--- src/rtl/dft_pkg.sv ---
// Package: shared sequencing states for the serial DAC frame writer.
// Assumes nothing beyond a 3-bit state encoding being sufficient.
package dft_pkg;
    typedef enum logic [2:0] {
        ST_IDLE,
        ST_LEAD,
        ST_LOW,
        ST_HIGH,
        ST_TAIL,
        ST_GAP
    } dft_state_e;
endpackage

--- src/rtl/dft_phase_timer.sv ---
// Module: loadable down counter that times every interval of the frame.
// Assumes the loader writes (length - 1) so the interval spans `length` cycles;
// done is high while the count sits at zero.
module dft_phase_timer #(
    parameter int CNT_W = 4
) (
    input  logic             clk,
    input  logic             rst_n,
    input  logic             load_i,
    input  logic [CNT_W-1:0] load_val_i,
    output logic             done_o
);
    logic [CNT_W-1:0] cnt_q;

    // Count down towards zero, or restart from a new length.
    always_ff @(posedge clk) begin
        if (!rst_n) begin
            cnt_q <= '0;
        end else if (load_i) begin
            cnt_q <= load_val_i;
        end else if (cnt_q != '0) begin
            cnt_q <= cnt_q - 1'b1;
        end
    end

    assign done_o = (cnt_q == '0);
endmodule

--- src/rtl/dft_frame_shifter.sv ---
// Module: holds the outgoing word and presents its MSB as the data line.
// Assumes load, shift and clear are mutually exclusive. It tracks the bit
// index and the position within a byte so the sequencer can find the last
// bit and byte boundaries.
module dft_frame_shifter #(
    parameter int CODE_W  = 16,
    parameter int MODE_W  = 2,
    parameter int FRAME_W = 24,
    parameter int BYTE_W  = 8
) (
    input  logic              clk,
    input  logic              rst_n,
    input  logic              load_i,
    input  logic              shift_i,
    input  logic              clear_i,
    input  logic [CODE_W-1:0] code_i,
    input  logic [MODE_W-1:0] mode_i,
    output logic              bit_o,
    output logic              last_o,
    output logic              byte_end_o
);
    localparam int PAD_W  = FRAME_W - MODE_W - CODE_W;
    localparam int IDX_W  = $clog2(FRAME_W);
    localparam int BPOS_W = (BYTE_W > 1) ? $clog2(BYTE_W) : 1;

    logic [FRAME_W-1:0] word_d;
    logic [FRAME_W-1:0] word_q;
    logic [IDX_W-1:0]   idx_q;
    logic [BPOS_W-1:0]  bpos_q;

    // Assemble the word: zero padding on top, then mode, then code.
    generate
        if (PAD_W > 0) begin : g_pad
            assign word_d = {{PAD_W{1'b0}}, mode_i, code_i};
        end else begin : g_nopad
            assign word_d = {mode_i, code_i};
        end
    endgenerate

    // Load, shift left with zero fill, or clear the word register.
    always_ff @(posedge clk) begin
        if (!rst_n) begin
            word_q <= '0;
        end else if (load_i) begin
            word_q <= word_d;
        end else if (shift_i) begin
            word_q <= {word_q[FRAME_W-2:0], 1'b0};
        end else if (clear_i) begin
            word_q <= '0;
        end
    end

    // Track the index of the bit on the line and its place in the byte.
    always_ff @(posedge clk) begin
        if (!rst_n || load_i) begin
            idx_q  <= '0;
            bpos_q <= '0;
        end else if (shift_i) begin
            idx_q  <= idx_q + 1'b1;
            bpos_q <= (bpos_q == BPOS_W'(BYTE_W - 1)) ? '0 : bpos_q + 1'b1;
        end
    end

    assign bit_o      = word_q[FRAME_W-1];
    assign last_o     = (idx_q == IDX_W'(FRAME_W - 1));
    assign byte_end_o = (bpos_q == BPOS_W'(BYTE_W - 1));
endmodule

--- src/rtl/dft_sequencer.sv ---
// Module: frame state machine driving frame select and the serial clock.
// Assumes the timer reports done in the last cycle of each interval and that
// the shifter's last and byte-end flags describe the bit on the line.
module dft_sequencer
    import dft_pkg::*;
#(
    parameter int CNT_W        = 5,
    parameter int HALF_DIV     = 5,
    parameter int LEAD_CYC     = 4,
    parameter int TAIL_CYC     = 2,
    parameter int GAP_CYC      = 9,
    parameter int BYTE_GAP_CYC = 6
) (
    input  logic             clk,
    input  logic             rst_n,
    input  logic             req_valid_i,
    input  logic             req_burst_i,
    output logic             req_ready_o,
    output logic             busy_o,
    input  logic             tmr_done_i,
    output logic             tmr_load_o,
    output logic [CNT_W-1:0] tmr_val_o,
    input  logic             last_i,
    input  logic             byte_end_i,
    output logic             sh_load_o,
    output logic             sh_shift_o,
    output logic             sh_clear_o,
    output logic             sync_n_o,
    output logic             sclk_o
);
    dft_state_e state_q;
    logic       sync_q;
    logic       sclk_q;
    logic       burst_q;
    logic       fire;

    assign fire        = (state_q == ST_IDLE) && req_valid_i;
    assign req_ready_o = (state_q == ST_IDLE);
    assign busy_o      = (state_q != ST_IDLE);

    // Advance the frame state and drive the two timing pins.
    always_ff @(posedge clk) begin
        if (!rst_n) begin
            state_q <= ST_IDLE;
            sync_q  <= 1'b1;
            sclk_q  <= 1'b1;
            burst_q <= 1'b0;
        end else begin
            case (state_q)
                ST_IDLE: if (fire) begin
                    state_q <= ST_LEAD;
                    sync_q  <= 1'b0;
                    burst_q <= req_burst_i;
                end
                ST_LEAD: if (tmr_done_i) begin
                    state_q <= ST_LOW;
                    sclk_q  <= 1'b0;
                end
                ST_LOW: if (tmr_done_i) begin
                    sclk_q  <= 1'b1;
                    state_q <= last_i ? ST_TAIL : ST_HIGH;
                end
                ST_HIGH: if (tmr_done_i) begin
                    state_q <= ST_LOW;
                    sclk_q  <= 1'b0;
                end
                ST_TAIL: if (tmr_done_i) begin
                    state_q <= ST_GAP;
                    sync_q  <= 1'b1;
                end
                ST_GAP: if (tmr_done_i) begin
                    state_q <= ST_IDLE;
                end
                default: state_q <= ST_IDLE;
            endcase
        end
    end

    // Pick the next interval length and the shifter action for each step.
    always_comb begin
        tmr_load_o = 1'b0;
        tmr_val_o  = '0;
        sh_load_o  = 1'b0;
        sh_shift_o = 1'b0;
        sh_clear_o = 1'b0;
        case (state_q)
            ST_IDLE: if (fire) begin
                tmr_load_o = 1'b1;
                tmr_val_o  = CNT_W'(LEAD_CYC - 1);
                sh_load_o  = 1'b1;
            end
            ST_LEAD, ST_HIGH: if (tmr_done_i) begin
                tmr_load_o = 1'b1;
                tmr_val_o  = CNT_W'(HALF_DIV - 1);
            end
            ST_LOW: if (tmr_done_i) begin
                tmr_load_o = 1'b1;
                if (last_i) begin
                    tmr_val_o = CNT_W'(TAIL_CYC - 1);
                end else begin
                    sh_shift_o = 1'b1;
                    tmr_val_o  = (burst_q && byte_end_i)
                               ? CNT_W'(HALF_DIV + BYTE_GAP_CYC - 1)
                               : CNT_W'(HALF_DIV - 1);
                end
            end
            ST_TAIL: if (tmr_done_i) begin
                tmr_load_o = 1'b1;
                tmr_val_o  = CNT_W'(GAP_CYC - 1);
                sh_clear_o = 1'b1;
            end
            default: ;
        endcase
    end

    assign sync_n_o = sync_q;
    assign sclk_o   = sclk_q;
endmodule

--- src/rtl/dac_frame_tx.sv ---
// Module: top of the serial DAC frame writer. Takes a code and mode by
// handshake and sends them as one 24-bit word, optionally in byte groups.
// Assumes CLK_NS is the system-clock period in ns; elaboration checks the
// cycle parameters against the converter's minimum times.
module dac_frame_tx #(
    parameter int CODE_W       = 16,
    parameter int MODE_W       = 2,
    parameter int FRAME_W      = 24,
    parameter int BYTE_W       = 8,
    parameter int CLK_NS       = 4,
    parameter int HALF_DIV     = 5,
    parameter int LEAD_CYC     = 4,
    parameter int TAIL_CYC     = 2,
    parameter int GAP_CYC      = 9,
    parameter int BYTE_GAP_CYC = 6
) (
    input  logic              clk,
    input  logic              rst_n,
    input  logic              req_valid_i,
    output logic              req_ready_o,
    input  logic [CODE_W-1:0] req_code_i,
    input  logic [MODE_W-1:0] req_mode_i,
    input  logic              req_burst_i,
    output logic              busy_o,
    output logic              sync_n_o,
    output logic              sclk_o,
    output logic              din_o
);
    localparam int MAX_A   = (HALF_DIV + BYTE_GAP_CYC > LEAD_CYC) ? HALF_DIV + BYTE_GAP_CYC : LEAD_CYC;
    localparam int MAX_B   = (GAP_CYC > TAIL_CYC) ? GAP_CYC : TAIL_CYC;
    localparam int MAX_LEN = (MAX_A > MAX_B) ? MAX_A : MAX_B;
    localparam int CNT_W   = $clog2(MAX_LEN + 1);

    // Elaboration checks against the converter's minimum times.
    generate
        if (HALF_DIV * CLK_NS < 13 || 2 * HALF_DIV * CLK_NS < 33) begin : g_bad_clock
            $error("serial clock phase or period below converter minimum");
        end
        if (LEAD_CYC * CLK_NS < 13) begin : g_bad_lead
            $error("frame select lead below converter minimum");
        end
        if (GAP_CYC * CLK_NS < 33) begin : g_bad_gap
            $error("frame select high time below converter minimum");
        end
        if (TAIL_CYC < 1 || FRAME_W < MODE_W + CODE_W) begin : g_bad_shape
            $error("tail or frame width out of range");
        end
    endgenerate

    logic             tmr_done;
    logic             tmr_load;
    logic [CNT_W-1:0] tmr_val;
    logic             sh_load;
    logic             sh_shift;
    logic             sh_clear;
    logic             last_bit;
    logic             byte_end;

    dft_phase_timer #(.CNT_W(CNT_W)) u_timer (
        .clk        (clk),
        .rst_n      (rst_n),
        .load_i     (tmr_load),
        .load_val_i (tmr_val),
        .done_o     (tmr_done)
    );

    dft_frame_shifter #(
        .CODE_W (CODE_W),
        .MODE_W (MODE_W),
        .FRAME_W(FRAME_W),
        .BYTE_W (BYTE_W)
    ) u_shift (
        .clk        (clk),
        .rst_n      (rst_n),
        .load_i     (sh_load),
        .shift_i    (sh_shift),
        .clear_i    (sh_clear),
        .code_i     (req_code_i),
        .mode_i     (req_mode_i),
        .bit_o      (din_o),
        .last_o     (last_bit),
        .byte_end_o (byte_end)
    );

    dft_sequencer #(
        .CNT_W       (CNT_W),
        .HALF_DIV    (HALF_DIV),
        .LEAD_CYC    (LEAD_CYC),
        .TAIL_CYC    (TAIL_CYC),
        .GAP_CYC     (GAP_CYC),
        .BYTE_GAP_CYC(BYTE_GAP_CYC)
    ) u_seq (
        .clk         (clk),
        .rst_n       (rst_n),
        .req_valid_i (req_valid_i),
        .req_burst_i (req_burst_i),
        .req_ready_o (req_ready_o),
        .busy_o      (busy_o),
        .tmr_done_i  (tmr_done),
        .tmr_load_o  (tmr_load),
        .tmr_val_o   (tmr_val),
        .last_i      (last_bit),
        .byte_end_i  (byte_end),
        .sh_load_o   (sh_load),
        .sh_shift_o  (sh_shift),
        .sh_clear_o  (sh_clear),
        .sync_n_o    (sync_n_o),
        .sclk_o      (sclk_o)
    );
endmodule

--- config.mk ---
export PLATFORM = sky130hd
export DESIGN_NAME = dac_frame_tx
export DESIGN_NICKNAME = d
export VERILOG_FILES = /design/src/rtl/dft_pkg.sv /design/src/rtl/dft_phase_timer.sv /design/src/rtl/dft_frame_shifter.sv /design/src/rtl/dft_sequencer.sv /design/src/rtl/dac_frame_tx.sv
export SDC_FILE = /design/constraint.sdc
export NUM_CORES = 1
export LEC_CHECK = 0
export BUFFER_PORTS_ARGS = -buffer_cell sky130_fd_sc_hd__clkbuf_2
export CAP_MARGIN = 25
export CORE_ASPECT_RATIO = 0.5
export CORE_MARGIN = 2
export CORE_UTILIZATION = 27
export CTS_CLUSTER_DIAMETER = 100
export DETAILED_ROUTE_END_ITERATION = 10
export RECOVER_POWER = 100
export SLEW_MARGIN = 20
export SYNTH_ARGS = -nofsm -noshare
export SYNTH_HDL_FRONTEND = slang
export SYNTH_SLANG_ARGS = --single-unit
--- constraint.sdc ---
create_clock -name clk -period 4.7 [get_ports clk]
set_input_delay 0.47 -clock clk [delete_from_list [all_inputs] [get_ports clk]]
set_output_delay 0.47 -clock clk [all_outputs]
set_load 0.01 [all_outputs]
### Word level (Yosys, flattened, before mapping)

Cells that the tools add are included.

| cells by class | value |
|---|---|
| eq/ne operators | 12 |
| bitwise gates (word level) | 1 |
| $add $sub $neg | 3 |
| reductions and logical operators | 20 |
| multiplexer cells | 33 |

Operator list:

| cell | number |
|---|---|
| $mux 24 | 2 |
| $mux 3 | 8 |
| $mux 4 | 6 |
| $mux 18 | 1 |
| $pmux 4 s4 | 1 |
| $pmux 3 s5 | 1 |
| $mux 1 | 10 |
| $eq 3x3->1 const B | 3 |
| $reduce_bool 2->1 | 4 |
| $eq 3x2->1 const B | 2 |
| $ne 2x2->1 const B | 3 |
| $pmux 1 s2 | 3 |
| $reduce_and 3->1 | 2 |
| $reduce_bool 3->1 | 2 |
| $add 5x1->5 const B | 1 |
| $eq 5x5->1 const B | 1 |
| $reduce_and 5->1 | 1 |
| $logic_not 4->1 | 1 |
| $ne 2x1->1 const B | 2 |
| $reduce_bool 4->1 | 1 |
| $reduce_or 2->1 | 2 |
| $reduce_or 4->1 | 1 |
| $sub 4x1->4 const B | 1 |
| $add 3x1->3 const B | 1 |
| 8 further kinds | 9 |

| word-level totals | value |
|---|---|
| bits of input ports | 22 |
| output and inout port bits | 5 |
| logic and storage cells | 78 |
| flip-flop bits (word level) | 42 |

### Depth between registers and ports, before layout

Gate-level depths: netlist of the first run.

| logic depth | value |
|---|---|
| depth in word-level cells | 7 |
| depth in mapped cells | 8 |
| gate-level depth less buffers | 6 |

### By module

Synthesis of the first run repeated with hierarchy kept, for this count alone.

| unflattened totals | value |
|---|---|
| cell total of the unflattened synthesis | 236 |
| area, all modules | 2055.7 µm² |

By module, submodules not included:

| module | area an instance (µm²) | times used | seq. area each (µm²) | cells an instance |
|---|---|---|---|---|
| dft_frame_shifter | 1440.1 | 1 | 640.6 | 165 |
| dft_sequencer | 385.4 | 1 | 120.1 | 48 |
| dft_phase_timer | 230.2 | 1 | 80.1 | 23 |

### Least setup slack after synthesis of the first run

No wires, ideal clock.

| timing | value |
|---|---|
| path kind | register to register |
| start | register u_timer.cnt_q[0] |
| end | register u_shift.word_q[16] |
| buffers on the path | 2 |
| setup time | 122 ps |
| path slack | 2838 ps |
| data arrival time | 1740 ps |
| period minus slack after synthesis | 1862 ps |
| data required time | 4578 ps |
| stages on the path, launching flop included | 9 |
| cell sequence | dfxtp_1 -> inv_1 -> ha_1 -> or3b_1 -> buf_2 -> nor2_4 -> a21oi_4 -> buf_6 -> a221o_1 |

| between the ends | value |
|---|---|
| cells in the longest elaborated chain, start to end | 5 |
| elaborated cells on any way between the ends | 8 |
| classes of those cells | 6 x mux; 2 x reduce/logical |

Ends and longest elaborated chain:

| item | RTL line | RTL |
|---|---|---|
| start, declared | dft_phase_timer.sv:13 | `logic [CNT_W-1:0] cnt_q;` |
| start signal, assigned | dft_phase_timer.sv:20 | `cnt_q <= load_val_i;` |
| start signal, assigned | dft_phase_timer.sv:22 | `cnt_q <= cnt_q - 1'b1;` |
| $logic_not 4->1 * | dft_phase_timer.sv:26 | `assign done_o = (cnt_q == '0);` |
| $mux 1 | dft_sequencer.sv:96 | `ST_LOW: if (tmr_done_i) begin` |
| $mux 1 | dft_sequencer.sv:86 | `case (state_q)` |
| $mux 24 | dft_frame_shifter.sv:46 | `end else if (shift_i) begin` |
| $mux 18 | dft_frame_shifter.sv:44 | `end else if (load_i) begin` |
| end signal, assigned | dft_frame_shifter.sv:45 | `word_q <= word_d;` |
| end signal, assigned | dft_frame_shifter.sv:47 | `word_q <= {word_q[FRAME_W-2:0], 1'b0};` |
| end, declared | dft_frame_shifter.sv:27 | `logic [FRAME_W-1:0] word_q;` |

Every way passes the cells marked *; elsewhere a longest branch is shown, timed or not.
A chain may end at the register's enable or synchronous reset.

### Worst setup path in the final report of the first run

| timing | value |
|---|---|
| start | register u_timer.cnt_q[0] |
| end | register u_shift.word_q[12] |

The elaborated chain is that of the path after synthesis.

==> run summary, run 1 <==
Slew @ Worst Pin - 1.34 ns
Worst-path clk slew - 0.06 ns
Fin. Hold Viols - 0
Final ANT Viol Nets - 0
Setup Buffers After CTS - 0
Clk pwr share - 0.297
cell taking the most area after synthesis - dfxtp_1
most frequent cells in the layout - dfxtp_1, clkbuf_2, nand2_1
synth unique cells - 43
Logic pwr share - 0.309
Sw Share - 0.356
worst path required time - 4.93 ns
initial antenna violation count - 0
Worst R2R Path Depth - 6
share of cells above drive strength 1 - 0.146
leading post-synthesis cells by cell area - dfxtp_1, a221o_1, and3_1, a21oi_1, nand2_1
# hold bufs at CTS - 0
hold crit path type - primary input to flop
Seq cells post-synth - 42
unrepaired setup endpoints after global routing - no
Nets - 265
WS Path Type - flop to flop
Multi-input gate area - 1050 um^2
Port Buffers - 26
Die X - 126 um
WP data arrival - 3.59 ns
status - finished, final reports clean
GP Congestion - 0.806
Top FF cell, synth - dfxtp_1
Final period util - 0.715
hpwl dp - 2990 um
Inserted Clock Buffers - 5
Final setup violation count - 0
grt total ovfl - 0
Via-to-Cell Ratio - 4.91
Hold Startpoint - req_burst_i
Max Slew Vio Count - 0
global-route wire length before repair - 7280 um
leakage power - 0.962 nW
Max-Cap Viols - 0
hold_ws - 0.419 ns
Area Overhead vs Synth - 15.4%
PwrDens - 506 nW/um^2
sequential fraction of the synthesis area - 0.420
DP Area - 2190 um^2
Reg2Reg Capture Point - u_shift.word_q[12]
Rel. slew slack - 0.107
vias in the first global route - 1557
vias - 1644
htree depth - 2
iteration count of the initial detailed-routing pass - 4
Fillers - 773
Avg WL per Cell - 12.8 um
FF+latch area - 841 um^2
RR Startpoint - u_timer.cnt_q[0]
Routed WL - 4290 um
f_max - 298 MHz
CTS tree - done
share of the synthesized area in the top cell type - 0.420
CTS Buffer Depth - 2
post-layout min period - 3.36 ns
Initial Utilization - 0.276
GRT Util Overall - 0.110
synth warn - 0
NetSw - 416 uW
root buffer cell - clkbuf_16
number of synthesized flops with an enable pin - 0
sequential share of power - 0.395
PostCTS Resize Cnt - 0
ys async rst share - 0
initial DRC count - 133
Die Area - 8170 um^2
Skew-Pair Late Insertion Delay - 0.28 ns
setup_tns - 0 ns
synthesized area per cell - 9.15 um^2
height of the die - 64.9 um
Floorplan Core Area - 7270 um^2
P_int - 754 uW
Critical path origin - u_timer.cnt_q[0]
Mapped Cells - 219
startpoint types - flop
synthesized cell area - 2000 um^2
largest net degree at the start of global routing - 33
diode count - 0
TritonCTS Sinks - 42
syn nets - 246
CP endpoint kind - flop
critical path peak fanout - 16
most common cell after layout, fill and taps aside - dfxtp_1
r2r setup slk - 1.34 ns
worst vdd ir - 0.166 mV
CP endpoint - u_shift.word_q[12]
# IOs - 27
final instance area - 2310 um^2
# DRC - 0
# rows - 22
Final Skew - 0.00350 ns
## layer usage
metal  GRT usage  share of wire  vias to the layer above
met5           0              0                        -
met4      0.0453          0.019                        0
met3      0.0355          0.054                       10
met2       0.176           0.45                       26
met1       0.139           0.48                      758
li1            -              -                      850
## worst min-delay path by stage
stage | endpoint | cells after the start
3_5_place_dp | u_shift.word_q[22] | 2
3_3_place_gp | u_shift.word_q[21] | 2
5_1_grt | u_seq.burst_q | 3
2_1_floorplan | u_shift.word_q[19] | 2
4_1_cts | u_seq.burst_q | 3
6_report | u_seq.burst_q | 3
## cell type report
cell class | count | share of cell area
repair buffers | 27 | 0.0568
clock buffers | 5 | 0.0541
well taps | 96 | 0.0520
multi-input cells | 157 | 0.454
flip-flops and latches | 42 | 0.364
inverters | 5 | 0.00812
clock inverters | 3 | 0.0108
## power by group through the flow
stage	Combinational, mW	Clock, mW	Sequential (mW)
after CTS	0.379	0.354	0.464
after detailed placement	0.376	0	0.471
final	0.361	0.347	0.462
after global placement	0.367	0	0.471
after floorplan	0.314	0	0.450
after global routing	0.404	0.369	0.472
## registers in the layout, summed over array words and instances, names as in the netlist
| signal | cells |
|---|---|
| u_seq.burst_q | 1 |
| u_shift.bpos_q | 3 |
| u_seq.sclk_o | 1 |
| u_seq.sync_n_o | 1 |
| u_seq.state_q | 3 |
| u_shift.idx_q | 5 |
| u_shift.word_q | 24 |
| u_timer.cnt_q | 4 |
## cells by family (layout without fill, tap and decap cells)
| kind of cell | Yosys count | after routing | synth area share |
|---|---|---|---|
| muxes | 1 | 1 | 0.00500 |
| AOI/OAI and AO/OA | 62 | 62 | 0.220 |
| xor gates and xnor gates | 5 | 5 | 0.0219 |
| buffers and inverters | 20 | 40 | 0.0468 |
| and+or+nand+nor | 84 | 84 | 0.255 |
| adders and majority gates | 5 | 5 | 0.0312 |
| DFF | 42 | 42 | 0.420 |
## per-stage QoR
stage / instances / power, mW / util / worst slack (ns)
floorplan: 219 / 0.764 / - / 2.84
global placement: 327 / 0.838 / 0.302 / 2.09
detailed placement: 327 / 0.848 / 0.302 / 1.99
CTS: 335 / 1.20 / 0.322 / 1.94
global route: 335 / 1.25 / 0.318 / 0.871
finish: 335 / 1.17 / 0.318 / 1.34
## worst max-delay path: stages, from the launching register on
cell,delay (ns)
dfxtp_1,0.31
inv_1,0.13
ha_1,0.18
or3b_1,0.52
nor3b_1,1.12
and2_0,0.76
a221o_1,0.26
## synth_stat cells (3+ instances only)
cell	instances
buf_2	3
a221o_1	16
ha_1	5
clkbuf_1	8
o21ai_0	14
a21boi_0	3
nand2_1	20
nor3_1	4
a21oi_1	17
dfxtp_1	42
nand3_1	9
nor2b_1	3
inv_1	5
or3_1	3
xnor2_1	3
and3_1	18
nor2_1	10
Note: power is estimated with default switching activity, not from simulation.
==> run 2, diff against run 1 <==
- ABC_AREA: default -> 1
- clock period: 4.7 -> 2.85 ns (I/O delays scaled with it)
==> run 2 against run 1 <==
Area after synthesis is 7.6% higher. Total power is 100% higher. Critical endpoint is now u_shift.word_q[17]. Core utilization grew 1.0 points. Critical path type unchanged. Synthesized cell count increased by 44%. Clock skew decreased by 0.0018 ns. First-iteration DRC count decreased by 34%.
==> run summary, run 2 <==
GP Congestion - 0.780 (-3.3%)
register bank with the most flops - u_shift.word_q
Slew @ Worst Pin - 0.744 ns (-0.593 ns)
Nets - 363 (+37%)
hold_ws - 0.230 ns (-0.189 ns)
diode count - 0 (unchanged)
vias in the first global route - 1683 (+8.1%)
top flop regs - u_shift.word_q: 24 flops, u_shift.idx_q: 5 flops, u_timer.cnt_q: 4 flops
status - finished, final reports clean
PostCTS Resize Cnt - 0 (unchanged)
syn nets - 342 (+39%)
worst vdd ir - 0.347 mV (+110%)
DP Area - 2330 um^2 (+6.3%)
height of the die - 67.2 um (+3.5%)
Via-to-Cell Ratio - 4.20 (-14%)
Top FF cell, synth - dfxtp_1
Area Overhead vs Synth - 14.9%
number of synthesized flops with an enable pin - 0 (unchanged)
Skew-Pair Late Insertion Delay - 0.28 ns (about the same)
TritonCTS Sinks - 42 (unchanged)
Max-Cap Viols - 0 (unchanged)
# hold bufs at CTS - 0 (unchanged)
Synth top cells by count - nand2_1, nor2_1, dfxtp_1
Final setup violation count - 0 (unchanged)
DP Cell Count - 437 (+34%)
unrepaired setup endpoints after global routing - no
global-route wire length before repair - 7730 um (+6.3%)
# IOs - 27 (unchanged)
share of cells above drive strength 1 - 0.154 (+0.00786)
Worst-path clk slew - 0.06 ns (about the same)
worst path required time - 3.06 ns (-1.87 ns)
post-layout min period - 2.02 ns (-1.34 ns)
f_max - 495 MHz (+66%)
vias - 1870 (+14%)
final setup margin - 0.830 ns (-0.511 ns)
Avg WL per Cell - 10.2 um (-20%)
Seq cells post-synth - 42 (unchanged)
initial DRC count - 88 (-34%)
Fillers - 841 (+8.8%)
Rel. slew slack - 0.504 (+0.397)
startpoint types - flop
cell taking the most area after synthesis - dfxtp_1
initial antenna violation count - 0 (unchanged)
Floorplan Core Area - 7540 um^2 (+3.8%)
Initial Utilization - 0.286 (+0.0102)
PwrDens - 951 nW/um^2 (+88%)
Worst path slowest cell - inv_1
Setup Buffers After CTS - 0 (unchanged)
synth warn - 0 (unchanged)
Max Slew Vio Count - 0 (unchanged)
Die Area - 8760 um^2 (+7.3%)
most frequent cells in the layout - nand2_1, nor2_1, dfxtp_1
leading post-synthesis cells by cell area - dfxtp_1, nand2_1, nor2_1, a21oi_1, nand3_1
Inserted Clock Buffers - 5 (unchanged)
CP endpoint kind - flop
GRT Util Overall - 0.112 (+0.00189)
setup_tns - 0 ns (unchanged)
synth unique cells - 27 (-37%)
pre-CTS setup slack - 0.997 ns (-0.992 ns)
max FFs per register - 24 (unchanged)
Final ANT Viol Nets - 0 (unchanged)
Pwr Total - 2.35 mW (+100%)
synthesized area per cell - 6.84 um^2 (-25%)
final instance area - 2480 um^2 (+7.1%)
CP max stage delay - 0.59 ns (-0.53 ns)
share of the synthesized area in the top cell type - 0.390 (-0.0297)
Port Buffers - 26 (unchanged)
Final Skew - 0.00170 ns (-0.00179 ns)
# rows - 22 (unchanged)
ys async rst share - 0 (unchanged)
post-route core utilization - 0.328 (+0.0103)
final cell count without fillers - 445 (+33%)
critical path peak fanout - 28 (+12)
sequential fraction of the synthesis area - 0.390 (-0.0297)
leakage power - 1.10 nW (+15%)
WP data arrival - 2.23 ns (-1.36 ns)
synthesized cell area - 2160 um^2 (+7.6%)
largest net degree at the start of global routing - 32 (-3.0%)
hold crit path type - primary input to flop
most frequent cell after synthesis - nand2_1
Final period util - 0.709 (-0.00598)
most common cell after layout, fill and taps aside - nand2_1
root buffer cell - clkbuf_16
grt total ovfl - 0 (unchanged)
iteration count of the initial detailed-routing pass - 4 (unchanged)
WS Path Type - flop to flop
hpwl dp - 3020 um (+0.96%)
Routed WL - 4550 um (+6.1%)
Die X - 130 um (+3.6%)
htree depth - 2 (unchanged)
# DRC - 0 (unchanged)
Mapped Cells - 315 (+44%)
worst path cell trace - inv_2, nand2_1, nor2_1, nand2_4, inv_1, nand2_1, nand2_1, nor2_1, nor2_1
CTS tree - done
CTS Buffer Depth - 2 (unchanged)
Fin. Hold Viols - 0 (unchanged)
==> run 2: kinds of logic (layout without fill, tap and decap cells) <==
family          Yosys count  after routing  share of synthesized area
fa+ha+maj                 5              5                     0.0290
buf+inv                  33             55                     0.0801
compound gates           30             30                     0.0731
simple gates            201            201                      0.411
flops                    42             42                      0.390
xor+xnor                  4              4                     0.0162
==> run 2: area by class of cell <==
cell class                      instances  area [um^2]  share of cell area
Tap cell                              108          135              0.0546
Clock buffer                            8          166              0.0672
Multi-Input combinational cell        240         1130               0.455
Sequential cell                        42          841               0.340
Timing Repair Buffer                   26          125              0.0505
Inverter                               21         81.3              0.0328
==> run 2: path summary, 6_finish.rpt <==
| check | startpoint | to | slack (ns) | depth (start not counted) |
|---|---|---|---|---|
| max | u_seq.state_q[0] | u_shift.word_q[17] | 0.83 | 9 |
| min reg2reg | u_shift.idx_q[4] | u_shift.idx_q[4] | 0.47 | 2 |
| min | req_burst_i | u_seq.burst_q | 0.23 | 3 |
| max reg2reg | u_seq.state_q[0] | u_shift.word_q[17] | 0.83 | 9 |
==> run 2: layer usage <==
metal | routed length, um | up-vias | track usage | part of all wire
met5 | 0 | - | 0 | 0
li1 | - | 1019 | - | -
met3 | 143 | 5 | 0.0238 | 0.031
met4 | 74 | 0 | 0.0519 | 0.016
met2 | 1890 | 28 | 0.178 | 0.42
met1 | 2440 | 818 | 0.149 | 0.54
==> run 2: critical path: cells and delay by family, from the launching register on <==
kind          cells  cell delay, ns
simple gates      7            0.91
flops             1            0.33
buf+inv           2            0.68
==> run 2: where the power goes <==
| group | internal [mW] | switching [mW] |
|---|---|---|
| Clock | 0.396 | 0.221 |
| Combinational | 0.303 | 0.654 |
| Sequential | 0.707 | 0.0729 |
